File: src/rtl/kbd_pkg.sv
package kbd_pkg;
    localparam int FRAME_BITS = 11;
    localparam logic [7:0] CODE_EXT = 8'hE0;
    localparam logic [7:0] CODE_BRK = 8'hF0;
endpackage

File: src/rtl/kbd_line_cond.sv
module kbd_line_cond #(
    parameter int FILT_LEN = 8
) (
    input  logic clk,
    input  logic rst_n,
    input  logic ps2_clk_i,
    input  logic ps2_dat_i,
    output logic fall_o,
    output logic dat_o
);
    localparam int CW = $clog2(FILT_LEN + 1);

    typedef struct packed {
        logic [1:0]    ck_sync;
        logic [1:0]    dt_sync;
        logic          ck_filt;
        logic [CW-1:0] cnt;
        logic          fall;
    } lc_state_t;

    lc_state_t st_d, st_q;

    always_comb begin
        st_d         = st_q;
        st_d.ck_sync = {st_q.ck_sync[0], ps2_clk_i};
        st_d.dt_sync = {st_q.dt_sync[0], ps2_dat_i};
        st_d.fall    = 1'b0;
        if (st_q.ck_sync[1] != st_q.ck_filt) begin
            if (st_q.cnt == CW'(FILT_LEN - 1)) begin
                st_d.ck_filt = st_q.ck_sync[1];
                st_d.cnt     = '0;
                st_d.fall    = st_q.ck_filt;
            end else begin
                st_d.cnt = st_q.cnt + 1'b1;
            end
        end else begin
            st_d.cnt = '0;
        end
    end

    always_ff @(posedge clk or negedge rst_n) begin
        if (!rst_n) begin
            st_q.ck_sync <= 2'b11;
            st_q.dt_sync <= 2'b11;
            st_q.ck_filt <= 1'b1;
            st_q.cnt     <= '0;
            st_q.fall    <= 1'b0;
        end else begin
            st_q <= st_d;
        end
    end

    assign fall_o = st_q.fall;
    assign dat_o  = st_q.dt_sync[1];

    AST_FALL_SPACED: assert property (@(posedge clk) disable iff (!rst_n)
        st_q.fall |=> !st_q.fall);
    AST_FILT_CNT_BOUND: assert property (@(posedge clk) disable iff (!rst_n)
        st_q.cnt < CW'(FILT_LEN));
endmodule

File: src/rtl/kbd_frame_rx.sv
module kbd_frame_rx
    import kbd_pkg::*;
#(
    parameter int TIMEOUT_CYC = 100000
) (
    input  logic       clk,
    input  logic       rst_n,
    input  logic       fall_i,
    input  logic       dat_i,
    output logic       byte_vld_o,
    output logic [7:0] byte_o,
    output logic       err_o
);
    localparam int TW = $clog2(TIMEOUT_CYC + 1);
    localparam logic [3:0] LAST_BIT = 4'(FRAME_BITS - 1);

    typedef struct packed {
        logic [3:0]            cnt;
        logic [FRAME_BITS-1:0] sh;
        logic [TW-1:0]         tmr;
        logic                  byte_vld;
        logic                  err;
        logic [7:0]            data;
    } fr_state_t;

    fr_state_t st_d, st_q;
    logic      frame_ok;

    always_comb begin
        st_d          = st_q;
        st_d.byte_vld = 1'b0;
        st_d.err      = 1'b0;
        frame_ok      = 1'b0;
        if (fall_i) begin
            st_d.sh  = {dat_i, st_q.sh[FRAME_BITS-1:1]};
            st_d.tmr = '0;
            if (st_q.cnt == LAST_BIT) begin
                frame_ok      = !st_d.sh[0] && st_d.sh[FRAME_BITS-1] && (^st_d.sh[9:1]);
                st_d.cnt      = '0;
                st_d.data     = st_d.sh[8:1];
                st_d.byte_vld = frame_ok;
                st_d.err      = !frame_ok;
            end else begin
                st_d.cnt = st_q.cnt + 1'b1;
            end
        end else if (st_q.cnt != '0) begin
            if (st_q.tmr == TW'(TIMEOUT_CYC - 1)) begin
                st_d.cnt = '0;
                st_d.tmr = '0;
            end else begin
                st_d.tmr = st_q.tmr + 1'b1;
            end
        end
    end

    always_ff @(posedge clk or negedge rst_n) begin
        if (!rst_n) begin
            st_q <= '0;
        end else begin
            st_q <= st_d;
        end
    end

    assign byte_vld_o = st_q.byte_vld;
    assign byte_o     = st_q.data;
    assign err_o      = st_q.err;

    AST_CNT_RANGE: assert property (@(posedge clk) disable iff (!rst_n)
        st_q.cnt <= LAST_BIT);
    AST_RESULT_ON_EDGE: assert property (@(posedge clk) disable iff (!rst_n)
        (st_q.byte_vld || st_q.err) |-> $past(fall_i));
    AST_OK_ERR_EXCL: assert property (@(posedge clk) disable iff (!rst_n)
        !(st_q.byte_vld && st_q.err));
    AST_TMR_BOUND: assert property (@(posedge clk) disable iff (!rst_n)
        st_q.tmr < TW'(TIMEOUT_CYC));
endmodule

File: src/rtl/kbd_event_dec.sv
module kbd_event_dec
    import kbd_pkg::*;
(
    input  logic       clk,
    input  logic       rst_n,
    input  logic       byte_vld_i,
    input  logic [7:0] byte_i,
    input  logic       err_i,
    output logic       ev_vld_o,
    output logic [7:0] ev_code_o,
    output logic       ev_rel_o,
    output logic       ev_ext_o,
    output logic       err_o
);
    typedef struct packed {
        logic       pend_rel;
        logic       pend_ext;
        logic       vld;
        logic [7:0] code;
        logic       rel;
        logic       ext;
        logic       err;
    } ev_state_t;

    ev_state_t st_d, st_q;

    always_comb begin
        st_d     = st_q;
        st_d.vld = 1'b0;
        st_d.err = 1'b0;
        if (err_i) begin
            st_d.err      = 1'b1;
            st_d.pend_rel = 1'b0;
            st_d.pend_ext = 1'b0;
        end else if (byte_vld_i) begin
            if (byte_i == CODE_EXT) begin
                st_d.pend_ext = 1'b1;
            end else if (byte_i == CODE_BRK) begin
                st_d.pend_rel = 1'b1;
            end else begin
                st_d.vld      = 1'b1;
                st_d.code     = byte_i;
                st_d.rel      = st_q.pend_rel;
                st_d.ext      = st_q.pend_ext;
                st_d.pend_rel = 1'b0;
                st_d.pend_ext = 1'b0;
            end
        end
    end

    always_ff @(posedge clk or negedge rst_n) begin
        if (!rst_n) begin
            st_q <= '0;
        end else begin
            st_q <= st_d;
        end
    end

    assign ev_vld_o  = st_q.vld;
    assign ev_code_o = st_q.code;
    assign ev_rel_o  = st_q.rel;
    assign ev_ext_o  = st_q.ext;
    assign err_o     = st_q.err;

    AST_VLD_SINGLE: assert property (@(posedge clk) disable iff (!rst_n)
        st_q.vld |=> !st_q.vld);
    AST_VLD_FROM_BYTE: assert property (@(posedge clk) disable iff (!rst_n)
        st_q.vld |-> $past(byte_vld_i));
    AST_NO_PREFIX_EVENT: assert property (@(posedge clk) disable iff (!rst_n)
        st_q.vld |-> (st_q.code != CODE_EXT && st_q.code != CODE_BRK));
    AST_ERR_DROPS_PREFIX: assert property (@(posedge clk) disable iff (!rst_n)
        st_q.err |-> (!st_q.pend_rel && !st_q.pend_ext));
    AST_ERR_NOT_EVENT: assert property (@(posedge clk) disable iff (!rst_n)
        !(st_q.err && st_q.vld));
endmodule

File: src/rtl/ps2_kbd_rx.sv
module ps2_kbd_rx #(
    parameter int FILT_LEN    = 8,
    parameter int TIMEOUT_CYC = 100000
) (
    input  logic       clk,
    input  logic       rst_n,
    input  logic       ps2_clk_i,
    input  logic       ps2_dat_i,
    output logic       ev_vld_o,
    output logic [7:0] ev_code_o,
    output logic       ev_rel_o,
    output logic       ev_ext_o,
    output logic       frm_err_o
);
    logic       fall_w;
    logic       dat_w;
    logic       byte_vld_w;
    logic [7:0] byte_w;
    logic       ferr_w;

    kbd_line_cond #(.FILT_LEN(FILT_LEN)) u_line (
        .clk       (clk),
        .rst_n     (rst_n),
        .ps2_clk_i (ps2_clk_i),
        .ps2_dat_i (ps2_dat_i),
        .fall_o    (fall_w),
        .dat_o     (dat_w)
    );

    kbd_frame_rx #(.TIMEOUT_CYC(TIMEOUT_CYC)) u_frame (
        .clk        (clk),
        .rst_n      (rst_n),
        .fall_i     (fall_w),
        .dat_i      (dat_w),
        .byte_vld_o (byte_vld_w),
        .byte_o     (byte_w),
        .err_o      (ferr_w)
    );

    kbd_event_dec u_dec (
        .clk        (clk),
        .rst_n      (rst_n),
        .byte_vld_i (byte_vld_w),
        .byte_i     (byte_w),
        .err_i      (ferr_w),
        .ev_vld_o   (ev_vld_o),
        .ev_code_o  (ev_code_o),
        .ev_rel_o   (ev_rel_o),
        .ev_ext_o   (ev_ext_o),
        .err_o      (frm_err_o)
    );
endmodule

File: config.mk
export PLATFORM = sky130hd
export DESIGN_NAME = ps2_kbd_rx
export DESIGN_NICKNAME = d
export VERILOG_FILES = /design/src/rtl/kbd_pkg.sv /design/src/rtl/kbd_line_cond.sv /design/src/rtl/kbd_frame_rx.sv /design/src/rtl/kbd_event_dec.sv /design/src/rtl/ps2_kbd_rx.sv
export SDC_FILE = /design/constraint.sdc
export NUM_CORES = 1
export LEC_CHECK = 0
export BUFFER_PORTS_ARGS = -buffer_cell sky130_fd_sc_hd__buf_2
export CORE_MARGIN = 1
export CORE_UTILIZATION = 60
export DETAILED_ROUTE_END_ITERATION = 8
export PLACE_DENSITY = 0.87
export SYNTH_ARGS = -nofsm -noshare
export SYNTH_HDL_FRONTEND = slang
export SYNTH_SLANG_ARGS = --single-unit
File: constraint.sdc
create_clock -name clk -period 1.85 [get_ports clk]
set_input_delay 0.185 -clock clk [delete_from_list [all_inputs] [get_ports clk]]
set_output_delay 0.185 -clock clk [all_outputs]
set_load 0.02 [all_outputs]
==> reports/qor.csv, run 1 <==
stage,metric,value,unit
sta,fmax,0.557,GHz
die,rows,25,
sta,final_hold_viol_count,0,
yosys,ys.warnings.count,0,
clocking,clock_path_buffers,2,
yosys,synth_top_family_by_area,simple AND/OR/NAND/NOR gates,
global_route,grt_pass1_vias,1819,
route,viasPerCell,5.44,
yosys,synth_compound_area_share,5.61,%
yosys,synth_edf_count,0,
final_layout,area_growth,13.5,%
job,maxCapViolCount,0,
yosys,yosysMostFrequentCell,dfrtp_1,
final_layout,multiInputGateArea,1240,sq um
yosys,synth_common_cells,"60 x dfrtp_1, 19 x mux2_2, 16 x nor2_1",
yosys,synth_xor_area_share,6.15,%
yosys,synth_simple_gate_area_share,15.9,%
min_path,holdCritPathClass,input pin to async pin,
yosys,async_flop_share,100,%
yosys,synth_top_area_share,50.2,%
yosys,synthMuxAreaShare,10.7,%
route,antenna_left,0,
clocking,cts_tree,built,
sta,setup_viol,0,
route,post_drt_wl_per_cell,15.3,um
route,drc_errors,0,
sta,period_share,97.0,%
placement,gp_congestion,0.804,
die,die_w,72.6,um
critical_path,rr_worst_depth,7,
yosys,synth_area,2990,sq um
critical_path,reg2reg_from,u_frame.st_q[11]$_DFFE_PN0P_,
sta,skew,8.26,ps
clocking,htreeDepth,3,
final_layout,antenna_cells,0,
yosys,synthCells,239,
final_layout,layout.nets,276,
status,status,finished clean,
yosys,yosys.area_share.adder,2.09,%
yosys,synth_area_leaders,"dfrtp_1 50%, mux2_2 7.2%, dfstp_2 4.4%, mux2_4 3.5%, xor2_1 3.2%",
critical_path,rrSetupSlack,50,ps
yosys,synthesis.nets,248,
global_route,grt_usage,21.8,%
global_route,grt_start_max_net_pins,42,
clocking,cts_made_buffers,9,
yosys,synth.distinct_cells,41,
critical_path,cp-start-kind,flop,
clocking,path_clk_slew,60,ps
final_layout,fin_util,71.3,%
final_layout,regArea,1630,sq um
power,p_per_area,842,nW/um^2
die,coreArea,4750,sq um
power,power.leakage,1.64,nW
yosys,yosys.area.top_type,dfrtp_1,
yosys,seq_area_frac_synth,54.6,%
global_route,grt_pass1_wl,8360,um
clocking,clk_latency,340,ps
route,drt_iter0_drc,97,
route,vias,1845,
clocking,root_buffer,clkbuf_8,
final_layout,n_fill_cell,322,
critical_path,cp_max_fo,9,
sta,relSlewSlack,75.8,%
critical_path,worstPathRequired,2070,ps
sta,slew_viol_final,0,
global_route,overflow,0,
final_layout,drive_above_1_share,32.4,%
route,wl,5190,um
power,vdd_drop_max,0.568,mV
critical_path,worstSetupPathType,flop to flop,
sta,tightest_slew,359,ps
yosys,synth.avg_cell_area,12.5,sq um
yosys,synth_ff_type,dfrtp_1,
sta,fin_crit,1800,ps
die,die_y,72.6,um
critical_path,end_kind,flop,
route,first_pass_iters,4,
power,total_power,2.86,mW
die,dieArea,5270,sq um
critical_path,critPathArrivalTime,2020,ps
global_route,antenna_found_initial,0,
placement,portBuffers,15,
clocking,cts.sinks,65,
placement,hpwl,3330,um
die,initial_core_util,62.9,%
yosys,ys_seq_elements,65,
die,pin_count,16,
critical_path,reg2reg_to,u_frame.st_q[24]$_DFFE_PN0P_,
-- state kept, by name, summed over array words and instances (netlist names), 2 cells and up --
register         count
u_frame.byte_o       8
u_frame.st_q        31
u_line.st_q          6
u_dec.ev_code_o      8
u_dec.st_q           2
u_line.st_d          2
-- cells by family (layout without fill, tap and decap cells) --
logic type | after synthesis | after routing
and+or+nand+nor | 73 | 73
DFF | 65 | 65
AOI/OAI and AO/OA | 27 | 27
muxes | 26 | 26
buffers and inverters | 22 | 55
xor gates and xnor gates | 21 | 21
adders and majority gates | 5 | 5
-- critical path, stage by stage, from the launching register on --
cell     delay (ps)
dfrtp_1         420
ha_4            180
nand3_4         130
nor4b_4         380
a31oi_4         200
nor2_4          150
buf_4           160
nor2_1           60
-- what timing repair did --
action                                  in CTS  in global routing
hold endpoints to repair                    62                  0
pin swaps                                    1                  3
endpoints found under the setup margin       2                 17
resized for setup                            0                  8
buffers inserted                             2                  5
hold buffers                                 3                  0
cloned                                       0                  1
-- worst max-delay path by stage --
stage,slack [ps],startpoint,to,depth (start not counted)
6_report,50,u_frame.st_q[11]$_DFFE_PN0P_,u_frame.st_q[24]$_DFFE_PN0P_,7
5_1_grt,-50,u_frame.st_q[11]$_DFFE_PN0P_,u_frame.st_q[26]$_DFFE_PN0P_,7
2_1_floorplan,240,u_frame.byte_o[2]$_DFFE_PN0P_,u_dec.ev_code_o[0]$_DFFE_PN0P_,5
3_5_place_dp,-10,u_frame.st_q[10]$_DFFE_PN0P_,u_frame.st_q[39]$_DFFE_PN0P_,6
3_3_place_gp,110,u_frame.byte_o[2]$_DFFE_PN0P_,u_dec.ev_code_o[6]$_DFFE_PN0P_,4
4_1_cts,60,u_frame.byte_o[2]$_DFFE_PN0P_,u_dec.ev_code_o[6]$_DFFE_PN0P_,4
-- report_power, final --
part	total, mW	switching [mW]	internal [mW]
combinational	0.171	0.0863	0.0847
clock	1.16	0.503	0.656
sequential	1.52	0.0430	1.48
-- cell type report --
cell class / count / area share [%]
tap: 67 / 2.47
timing repair buffer: 30 / 6.16
sequential: 65 / 48.1
multi-input combinational: 152 / 36.7
clock inverter: 3 / 1.18
clock buffer: 13 / 4.39
inverter: 9 / 0.996
-- layer usage --
layer / vias to the layer above / GRT usage, % / share of wire [%]
met3: 10 / 5.39 / 2.8
met1: 910 / 26.0 / 45
li1: 886 / - / -
met2: 39 / 36.7 / 51
met4: 0 / 11.1 / 2.0
met5: - / 0 / 0
-- stage by stage --
stage | area, sq um | setup TNS [ps] | setup WS, ps | cells | hold WS (ps)
CTS | 3310 | 0 | 59.3 | 333 | 353
finish | 3390 | 0 | 55.0 | 339 | 355
detailed placement | 3080 | -11.4 | -11.4 | 312 | 184
global placement | 3080 | 0 | 111 | 312 | 184
floorplan | 2990 | 0 | 238 | 239 | -111
global route | 3390 | -417 | -48.7 | 339 | 365
-- cells in the final DEF (no fill, tap or decap), drive strengths merged, types with 2 or more instances in the layout --
cell type / count
a211oi: 2
a21oi: 6
a31oi: 3
and3: 3
buf: 27
clkbuf: 13
clkinv: 2
dfrtp: 60
dfstp: 5
dlygate4sd3: 3
ha: 5
inv: 9
mux2: 26
nand2: 11
nand2b: 3
nand3: 12
nand3b: 3
nand4: 5
nand4b: 2
nor2: 17
nor2b: 2
nor3: 6
nor3b: 2
nor4: 2
nor4b: 2
o21ai: 14
xnor2: 10
xor2: 11
No activity file was read; power rests on OpenSTA's default activity.
==> run 2: changes to the inputs <==
Settings changed: CELL_PAD_IN_SITES_DETAIL_PLACEMENT set to 0, CELL_PAD_IN_SITES_GLOBAL_PLACEMENT set to 1, CORE_UTILIZATION 60 to 49, MAX_ROUTING_LAYER set to met4.
==> reports/qor.csv, run 2 (synthesized netlist as in run 1, its figures left out) <==
stage,metric,value,unit,change
sta,relSlewSlack,75.9,%,+0.084 points
route,antenna_left,0,,unchanged
critical_path,slowest_stage,nor4_4,,
clocking,path_clk_slew,70,ps,about the same
critical_path,cp-start-kind,flop,,
clocking,cts_made_buffers,9,,unchanged
critical_path,cp_max_fo,4,,-5
sta,period_share,92.5,%,-4.5 points
final_layout,area_growth,12.5,%,
route,drc_errors,0,,unchanged
placement,postPlaceCellArea,3120,sq um,+1.3%
final_layout,top_register,u_frame.st_q,,
min_path,holdCritPathClass,flop to flop,,
clocking,post_cts_buffers,0,,-2
clocking,clk_latency,340,ps,about the same
clocking,clock_path_buffers,2,,unchanged
sta,tightest_slew,358,ps,-0.960 ps
clocking,cts.sinks,65,,unchanged
sta,fmax,0.584,GHz,+4.9%
global_route,overflow,0,,unchanged
final_layout,mostFrequentLayoutCell,dfrtp_1,,
die,coreArea,5890,sq um,+24%
critical_path,cp_slowest_stage_delay,410,ps,about the same
critical_path,worstPathRequired,2070,ps,about the same
final_layout,largest_reg_flops,31,,unchanged
sta,setup_viol,0,,unchanged
die,dieArea,6420,sq um,+22%
sta,skew,10.1,ps,+1.85 ps
sta,final_hold_viol_count,0,,unchanged
clocking,cts_tree,built,,
global_route,grt_pass1_wl,8150,um,-2.6%
route,vias,1783,,-3.4%
final_layout,layout_common_cells,"60 x dfrtp_1, 19 x mux2_2, 16 x nor2_1",,
route,drt_iter0_drc,86,,-11%
placement,portBuffers,15,,unchanged
critical_path,worstPathCellList,"inv_2, ha_1, nor4b_4, nor4_4, nand3_1, xor2_1, nor2_1",,
die,die_w,80.1,um,+10%
global_route,antenna_found_initial,0,,unchanged
route,viasPerCell,5.21,,-4.2%
critical_path,worstSetupPathType,flop to flop,,
global_route,grt_pass1_vias,1771,,-2.6%
critical_path,critPathArrivalTime,1930,ps,-90 ps
sta,rsz0062_at_grt,false,,
route,first_pass_iters,4,,unchanged
die,pin_count,16,,unchanged
job,maxCapViolCount,0,,unchanged
final_layout,design_area,3360,sq um,-0.85%
placement,gp_congestion,0.756,,-5.9%
clocking,root_buffer,clkbuf_8,,
die,rows,28,,+12%
final_layout,drive_above_1_share,31.1,%,-1.3 points
sta,fin_crit,1710,ps,-83.2 ps
critical_path,end_kind,flop,,
global_route,grt_start_max_net_pins,66,,+57%
sta,slew_viol_final,0,,unchanged
route,wl,4650,um,-10%
power,p_per_area,890,nW/um^2,+5.7%
placement,hpwl,3100,um,-6.8%
global_route,grt_usage,17.7,%,-4.1 points
final_layout,layout.nets,272,,-1.4%
die,initial_core_util,50.8,%,-12 points
final_layout,antenna_cells,0,,unchanged
power,vdd_drop_max,0.459,mV,-19%
route,post_drt_wl_per_cell,13.6,um,-11%
die,die_y,80.1,um,+10%
power,power.leakage,1.62,nW,-1.4%
status,status,finished clean,,
clocking,htreeDepth,3,,unchanged
sta,fin_tns_setup,0,ps,unchanged
## run 2: cell types whose count changed in the layout (fill, tap and decap cells not counted), moves of 2 or more
cell | previous run | this run
nor3_1 | 4 | 6
clkinvlp_4 | 0 | 2
buf_4 | 9 | 7
clkbuf_1 | 3 | 0
## run 2: layer usage
metal | vias to the layer above | GRT usage, % | share of wire [%]
met2 | 40 | 24.7 | 44
met1 | 864 | 23.4 | 50
li1 | 873 | - | -
met4 | 0 | 8.04 | 1.5
met3 | 6 | 5.80 | 4.8
met5 | - | - | 0
## run 2: power breakdown
group | total, mW | internal, mW | switching (mW)
Combinational | 0.158 | 0.0756 | 0.0826
Sequential | 1.52 | 1.48 | 0.0354
Clock | 1.32 | 0.785 | 0.532
## run 2: what timing repair did
item                                   4_1_cts  5_1_grt
hold buffers                                 3        0
gates resized for setup                      0        1
setup endpoints to repair                    0        4
endpoints found under the hold margin       62        0
## run 2: path summary, 6_finish.rpt
kind / to / slack [ps] / cells past startpoint / start
max in group asynchronous: u_line.st_q[5]$_DFFE_PN1P_ / 1130 / 3 / rst_n
min reg2reg: u_line.st_q[9]$_DFF_PN1_ / 360 / 0 / u_line.st_d[9]$_DFF_PN1_
max: u_frame.st_q[25]$_DFFE_PN0P_ / 140 / 7 / u_frame.st_q[38]$_DFFE_PN0P_
max reg2reg: u_frame.st_q[25]$_DFFE_PN0P_ / 140 / 7 / u_frame.st_q[38]$_DFFE_PN0P_
min: u_line.st_q[9]$_DFF_PN1_ / 360 / 0 / u_line.st_d[9]$_DFF_PN1_
min in group asynchronous: u_dec.ev_code_o[5]$_DFFE_PN0P_ / 380 / 3 / rst_n
## run 2: worst max-delay path, delay by kind of cell (launching register included)
kind                     cells  cell delay (ps)
AND/OR/NAND/NOR              4              760
flip-flops                   1              400
adder cells (fa/ha/maj)      1              200
XOR/XNOR                     1              170
buffers and inverters        1               80
## run 2: cell type report
cell class / count / area (sq um)
clock buffers: 10 / 138
inverters: 9 / 33.8
well taps: 75 / 93.8
multi-input cells: 152 / 1210
flip-flops and latches: 65 / 1630
clock inverters: 5 / 80.1
fillers: 487 / 2520
repair buffers: 26 / 178
## run 2: metrics by stage
step           util [%]  power [mW]  hold WS [ps]  cells  worst slack (ps)
4_1_cts            57.1        3.02           352    342              99.2
5_1_grt            57.1        3.12           362    342              7.82
3_5_place_dp       52.9        1.70           229    324              97.2
2_1_floorplan         -        1.63          -111    239               238
3_3_place_gp       52.9        1.70           225    324               176
6_report           57.1        2.99           355    342               138
